`src/rtl/bankreg_pkg.sv`:
```
`timescale 1ns/1ps
package bankreg_pkg;
  localparam int NLOG    = 16;
  localparam int NBANK   = 5;
  localparam int NFIQHI  = 5;
  localparam int NPHYS   = NLOG + NFIQHI + 2 * NBANK;
  localparam int PIDX_W  = $clog2(NPHYS);
  localparam int BANK_W  = $clog2(NBANK);
  localparam int FIQ_BASE = NLOG;
  localparam int SP_BASE  = FIQ_BASE + NFIQHI;
  localparam int LR_BASE  = SP_BASE + NBANK;
  localparam int PC_IDX   = NLOG - 1;

  typedef enum logic [4:0] {
    MODE_USR = 5'b10000,
    MODE_FIQ = 5'b10001,
    MODE_IRQ = 5'b10010,
    MODE_SVC = 5'b10011,
    MODE_ABT = 5'b10111,
    MODE_UND = 5'b11011,
    MODE_SYS = 5'b11111
  } mode_e;

  typedef enum logic [2:0] {
    EXC_RESET = 3'd0,
    EXC_UNDEF = 3'd1,
    EXC_SWI   = 3'd2,
    EXC_PABT  = 3'd3,
    EXC_DABT  = 3'd4,
    EXC_NONE  = 3'd5,
    EXC_IRQ   = 3'd6,
    EXC_FIQ   = 3'd7
  } exc_e;

  typedef struct packed {
    logic              banked;
    logic              fiq;
    logic [BANK_W-1:0] bank;
  } bank_sel_t;
endpackage

```
`src/rtl/bankreg_mode_dec.sv`:
```
`timescale 1ns/1ps
module bankreg_mode_dec
  import bankreg_pkg::*;
(
  input  logic [4:0] mode_code,
  output bank_sel_t  sel
);
  always_comb begin
    sel = '0;
    case (mode_code)
      MODE_FIQ: begin sel.banked = 1'b1; sel.fiq = 1'b1; sel.bank = BANK_W'(0); end
      MODE_IRQ: begin sel.banked = 1'b1; sel.bank = BANK_W'(1); end
      MODE_SVC: begin sel.banked = 1'b1; sel.bank = BANK_W'(2); end
      MODE_ABT: begin sel.banked = 1'b1; sel.bank = BANK_W'(3); end
      MODE_UND: begin sel.banked = 1'b1; sel.bank = BANK_W'(4); end
      default:  sel = '0;
    endcase
  end
endmodule

```
`src/rtl/bankreg_idx_map.sv`:
```
`timescale 1ns/1ps
module bankreg_idx_map
  import bankreg_pkg::*;
(
  input  logic [3:0]        lidx,
  input  bank_sel_t         sel,
  output logic [PIDX_W-1:0] pidx
);
  always_comb begin
    pidx = PIDX_W'(lidx);
    if (sel.fiq && lidx >= 4'd8 && lidx <= 4'd12)
      pidx = PIDX_W'(FIQ_BASE) + PIDX_W'(lidx - 4'd8);
    else if (sel.banked && lidx == 4'd13)
      pidx = PIDX_W'(SP_BASE) + PIDX_W'(sel.bank);
    else if (sel.banked && lidx == 4'd14)
      pidx = PIDX_W'(LR_BASE) + PIDX_W'(sel.bank);
  end
endmodule

```
`src/rtl/bankreg_entry.sv`:
```
`timescale 1ns/1ps
module bankreg_entry
  import bankreg_pkg::*;
#(
  parameter int DATA_W = 32
) (
  input  logic              exc_req,
  input  logic [2:0]        exc_kind,
  output logic              fire,
  output logic [4:0]        tgt_mode,
  output logic [BANK_W-1:0] tgt_bank,
  output logic              mask_fiq,
  output logic [DATA_W-1:0] vector
);
  always_comb begin
    fire     = exc_req;
    tgt_mode = MODE_SVC;
    tgt_bank = BANK_W'(2);
    mask_fiq = 1'b0;
    case (exc_kind)
      EXC_RESET: mask_fiq = 1'b1;
      EXC_UNDEF: begin tgt_mode = MODE_UND; tgt_bank = BANK_W'(4); end
      EXC_SWI:   ;
      EXC_PABT,
      EXC_DABT:  begin tgt_mode = MODE_ABT; tgt_bank = BANK_W'(3); end
      EXC_IRQ:   begin tgt_mode = MODE_IRQ; tgt_bank = BANK_W'(1); end
      EXC_FIQ:   begin tgt_mode = MODE_FIQ; tgt_bank = BANK_W'(0); mask_fiq = 1'b1; end
      default:   fire = 1'b0;
    endcase
    vector = DATA_W'({exc_kind, 2'b00});
  end
endmodule

```
`src/rtl/bankreg_core.sv`:
```
`timescale 1ns/1ps
module bankreg_core
  import bankreg_pkg::*;
#(
  parameter int DATA_W = 32
) (
  input  logic              clk,
  input  logic              rst_n,
  input  logic [3:0]        rd_a_idx,
  output logic [DATA_W-1:0] rd_a_data,
  input  logic [3:0]        rd_b_idx,
  output logic [DATA_W-1:0] rd_b_data,
  input  logic              wr_en,
  input  logic [3:0]        wr_idx,
  input  logic [DATA_W-1:0] wr_data,
  input  logic              pc_step,
  input  logic              psr_wr_en,
  input  logic [DATA_W-1:0] psr_wr_data,
  output logic [DATA_W-1:0] cpsr_data,
  output logic [DATA_W-1:0] spsr_data,
  input  logic              exc_req,
  input  logic [2:0]        exc_kind,
  input  logic [DATA_W-1:0] exc_ret_addr
);
  localparam int NPORT = 3;
  localparam logic [DATA_W-1:0] PSR_RESET = DATA_W'(8'hD3);
  localparam logic [DATA_W-1:0] PC_INC    = DATA_W'(4);

  logic [DATA_W-1:0] phys_q [NPHYS];
  logic [DATA_W-1:0] spsr_q [NBANK];
  logic [DATA_W-1:0] cpsr_q;

  bank_sel_t cur_sel;
  bankreg_mode_dec u_mode (.mode_code(cpsr_q[4:0]), .sel(cur_sel));

  logic [3:0]        port_lidx [NPORT];
  logic [PIDX_W-1:0] port_pidx [NPORT];
  assign port_lidx[0] = rd_a_idx;
  assign port_lidx[1] = rd_b_idx;
  assign port_lidx[2] = wr_idx;

  for (genvar g = 0; g < NPORT; g++) begin : g_map
    bankreg_idx_map u_map (.lidx(port_lidx[g]), .sel(cur_sel), .pidx(port_pidx[g]));
  end

  logic              ex_fire;
  logic [4:0]        ex_mode;
  logic [BANK_W-1:0] ex_bank;
  logic              ex_mask_f;
  logic [DATA_W-1:0] ex_vec;
  bankreg_entry #(.DATA_W(DATA_W)) u_entry (
    .exc_req (exc_req),
    .exc_kind(exc_kind),
    .fire    (ex_fire),
    .tgt_mode(ex_mode),
    .tgt_bank(ex_bank),
    .mask_fiq(ex_mask_f),
    .vector  (ex_vec)
  );

  logic [PIDX_W-1:0] lr_pidx;
  assign lr_pidx = PIDX_W'(LR_BASE) + PIDX_W'(ex_bank);

  always_ff @(posedge clk) begin
    if (!rst_n) begin
      for (int i = 0; i < NPHYS; i++) phys_q[i] <= '0;
    end else if (ex_fire) begin
      phys_q[lr_pidx] <= exc_ret_addr;
      phys_q[PC_IDX]  <= ex_vec;
    end else begin
      if (pc_step) phys_q[PC_IDX] <= phys_q[PC_IDX] + PC_INC;
      if (wr_en)   phys_q[port_pidx[2]] <= wr_data;
    end
  end

  always_ff @(posedge clk) begin
    if (!rst_n) begin
      cpsr_q <= PSR_RESET;
      for (int b = 0; b < NBANK; b++) spsr_q[b] <= '0;
    end else if (ex_fire) begin
      spsr_q[ex_bank] <= cpsr_q;
      cpsr_q <= {cpsr_q[DATA_W-1:8], 1'b1, cpsr_q[6] | ex_mask_f, cpsr_q[5], ex_mode};
    end else if (psr_wr_en) begin
      cpsr_q <= psr_wr_data;
    end
  end

  assign rd_a_data = phys_q[port_pidx[0]];
  assign rd_b_data = phys_q[port_pidx[1]];
  assign cpsr_data = cpsr_q;
  assign spsr_data = cur_sel.banked ? spsr_q[cur_sel.bank] : '0;
endmodule

```
`config.mk`:
```
export PLATFORM = sky130hd
export DESIGN_NAME = bankreg_core
export DESIGN_NICKNAME = d
export VERILOG_FILES = /design/src/rtl/bankreg_pkg.sv /design/src/rtl/bankreg_mode_dec.sv /design/src/rtl/bankreg_idx_map.sv /design/src/rtl/bankreg_entry.sv /design/src/rtl/bankreg_core.sv
export SDC_FILE = /design/constraint.sdc
export NUM_CORES = 2
export LEC_CHECK = 0
export CELL_PAD_IN_SITES_DETAIL_PLACEMENT = 0
export CELL_PAD_IN_SITES_GLOBAL_PLACEMENT = 1
export CORE_UTILIZATION = 31
export CTS_CLUSTER_DIAMETER = 40
export DETAILED_ROUTE_END_ITERATION = 8
export PLACE_DENSITY = 0.54
export SLEW_MARGIN = 20
export SYNTH_ARGS = -nofsm -noshare
export SYNTH_HDL_FRONTEND = slang
export SYNTH_SLANG_ARGS = --single-unit
```
`constraint.sdc`:
```
create_clock -name clk -period 12.9 [get_ports clk]
set_input_delay 3.225 -clock clk [delete_from_list [all_inputs] [get_ports clk]]
set_output_delay 3.225 -clock clk [all_outputs]
set_load 0.02 [all_outputs]
```
==> flow_metrics.env <==
export IMPL_synth_area_leaders="edfxtp_1 (57%), mux4_2 (6.3%), nor2_1 (6.1%)"
export IMPL_path_max_fanout=134
export IMPL_rsz0062_at_grt="no"
export IMPL_r2r_start="cpsr_data[0]"
export IMPL_dp_hpwl_um=156000
export IMPL_cts_setup_buffers=0
export IMPL_first_pass_iters=8
export IMPL_die_area_um2=203000
export IMPL_arrival_ns=8.39
export IMPL_grtUsageTotal_pct=26.2
export IMPL_regToRegEndpoint="phys_q[25][14]"
export IMPL_netlist_area_um2=62500
export IMPL_yosysSeqAreaShare_pct=57.9
export IMPL_synth_edf_count=1184
export IMPL_gr_total_overflow=0
export IMPL_final_common_cell="edfxtp_1"
export IMPL_worst_pin_slew_ns=1.17
export IMPL_vias=49400
export IMPL_end_kind="primary output"
export IMPL_pwr_share_seq_pct=36.5
export IMPL_dieHeight_um=451
export IMPL_insertion_delay_ns=0.88
export IMPL_cts_root_buf="clkbuf_16"
export IMPL_pwr_share_comb_pct=14.0
export IMPL_synth_cell_types=69
export IMPL_maxSlewHeadroom_pct=21.5
export IMPL_hold_class="reg -> reg"
export IMPL_area_growth_pct=22.8
export IMPL_power_uw=12600
export IMPL_vdd_drop_max_mv=0.118
export IMPL_finalClockSkew_ns=0.0651
export IMPL_max_cap_violations=0
export IMPL_ctsResizeCount=0
export IMPL_drt_total_wl_um=272000
export IMPL_wl_per_cell_um=31.4
export IMPL_via_per_inst=5.69
export IMPL_clkPwrFrac_pct=49.5
export IMPL_initial_utilization_pct=31.2
export IMPL_worstPathRequired_ns=9.68
export IMPL_rows=164
export IMPL_synthArstFlopShare_pct=0
export IMPL_switching_power_uw=3560
export IMPL_ant_nets=0
export IMPL_grt_max_degree=135
export IMPL_start_kind="primary input"
export IMPL_internal_power_uw=9040
export IMPL_drv_slew=0
export IMPL_failed_checks="DRC"
export IMPL_dp_cells=8221
export IMPL_avgSynthCellArea_um2=11.0
export IMPL_synth_nets=5817
export IMPL_port_buffers=244
export IMPL_hold_end="cpsr_data[27]"
export IMPL_syn_inst=5696
export IMPL_first_iter_violations=5393
export IMPL_core_region_area_um2=200000
export IMPL_hold_violations=0
export IMPL_synth_top_cell_area_share_pct=56.9
export IMPL_tns_ns=0
export IMPL_instances_no_fill=8681
export IMPL_holdPathStages=2
export IMPL_cts_tree="done"
export IMPL_swShare_pct=28.2
export IMPL_drive_gt1_share_pct=14.8
export IMPL_design_area_um2=76700
export IMPL_power_leakage_uw=0.0285
export IMPL_powerDensity_nw_per_um2=164
export IMPL_path_clk_slew_ns=0.05
export IMPL_ctsLongestPathBuffers=3
export IMPL_ff2ff_path_depth=13
export IMPL_cts_sinks=1216
export IMPL_period_share_pct=90.1
export IMPL_layout_nets=5930
export IMPL_ys_warn_count=0
export IMPL_outcome="finished, violations left"
export IMPL_hp_start="cpsr_data[27]"
export IMPL_mostFrequentLayoutCells="edfxtp_1 (1184), nor2_1 (1019), nand2_1 (726)"
export IMPL_synthFlopType="edfxtp_1"
export IMPL_fin_crit_ns=11.62
export IMPL_gp_congestion=0.809
export IMPL_grt_pass1_vias=48300
export IMPL_antenna_found_initial=11
export IMPL_io_pin_count=245
export IMPL_utilization_pct=38.4
export IMPL_place_area_um2=68500
export IMPL_yosysTopAreaCell="edfxtp_1"
export IMPL_critPathKind="in -> out"
export IMPL_setup_viol=0
export IMPL_cts_hold_buf=0
export IMPL_cts_buffers=240
export IMPL_grt_pass1_wl_um=378000
export IMPL_htree_levels=4
export IMPL_ys_ff_latch=1216
export IMPL_route_detailed_drc=80
export IMPL_rrSetupSlack_ns=5.69
export IMPL_die_w_um=451
export IMPL_fmax_mhz=86.1
==> worst max-delay path by stage <==
stage | startpoint | endpoint | slack [ns] | cells past startpoint
global placement | rd_b_idx[2] | rd_b_data[2] | 1.05 | 10
detailed placement | rd_b_idx[2] | rd_b_data[22] | 1.36 | 10
floorplan | rd_b_idx[3] | rd_b_data[14] | 3.87 | 9
global route | rd_b_idx[2] | rd_b_data[22] | 1.07 | 10
finish | rd_b_idx[2] | rd_b_data[27] | 1.28 | 10
CTS | rd_b_idx[2] | rd_b_data[22] | 1.32 | 10
==> flip-flops by register name, summed over array words and instances (netlist names) <==
signal and count:
phys_q 1024, spsr_q 160, cpsr_data 32
==> cell families (layout without fill, tap and decap cells) <==
| kind of cell | count (synthesis) | in the layout | share of synthesized area (%) |
|---|---|---|---|
| simple gates | 2350 | 2350 | 15.9 |
| flops | 1216 | 1216 | 57.9 |
| compound gates | 982 | 982 | 9.97 |
| buf+inv | 601 | 925 | 3.90 |
| mux | 514 | 514 | 11.8 |
| xor+xnor | 29 | 29 | 0.407 |
| fa+ha+maj | 4 | 4 | 0.0801 |
| other cells | 0 | 5 | 0 |
==> power by group through the flow <==
stage / Clock [µW] / Combinational, µW / Sequential (µW)
final: 6230 / 1760 / 4610
after global routing: 6480 / 1840 / 4620
after CTS: 6310 / 1770 / 4600
after detailed placement: 0 / 1760 / 4680
after global placement: 0 / 1760 / 4670
after floorplan: 0 / 948 / 4640
==> critical path, stage by stage <==
cell and delay, ns:
clkdlybuf4s50_1 0.60, nand3_1 0.22, nor4b_1 0.61, mux2i_4 0.95, buf_12 0.49, a21oi_1 0.10
a22oi_1 0.25, o22ai_1 0.20, nor4_1 0.77, clkdlybuf4s50_1 0.76
==> through the flow <==
step | hold slack, ns | setup WS, ns
floorplan | 0.576 | 3.87
global placement | 0.522 | 1.05
detailed placement | 0.535 | 1.36
CTS | 0.542 | 1.32
global route | 0.571 | 1.07
finish | 0.530 | 1.28
==> final cells by class <==
cell class	instances	area, µm²
well taps	2656	3320
repair buffers	427	4170
clock inverters	182	2000
flip-flops and latches	1216	36200
multi-input cells	3879	24700
inverters	45	169
diodes	5	12.5
clock buffers	271	6160
fillers	19200	123000
==> cells in the mapped netlist, types with 19 or more instances <==
library cell	count
edfxtp_1	1184
nor2_1	1020
nand2_1	789
clkbuf_1	391
a21oi_1	338
mux2i_1	335
a22oi_1	252
o22ai_1	216
nand3_1	211
mux4_2	176
and2_1	158
buf_2	107
nor4_1	52
buf_1	47
inv_1	44
o21ai_0	43
nor3_1	36
a211oi_1	34
a311oi_1	32
dfxtp_1	32
a21boi_0	25
or4_1	20
xnor2_1	19
==> metal layers <==
metal,up-vias,GRT usage [%],share of wire (%),wire length [µm]
li1,21200,-,-,-
met1,25300,34.7,41,113000
met2,2390,42.5,47,128000
met3,478,4.56,7.6,20800
met4,6,10.0,3.9,10700
met5,-,0,0.017,46
(Power assumes the default switching activity.)
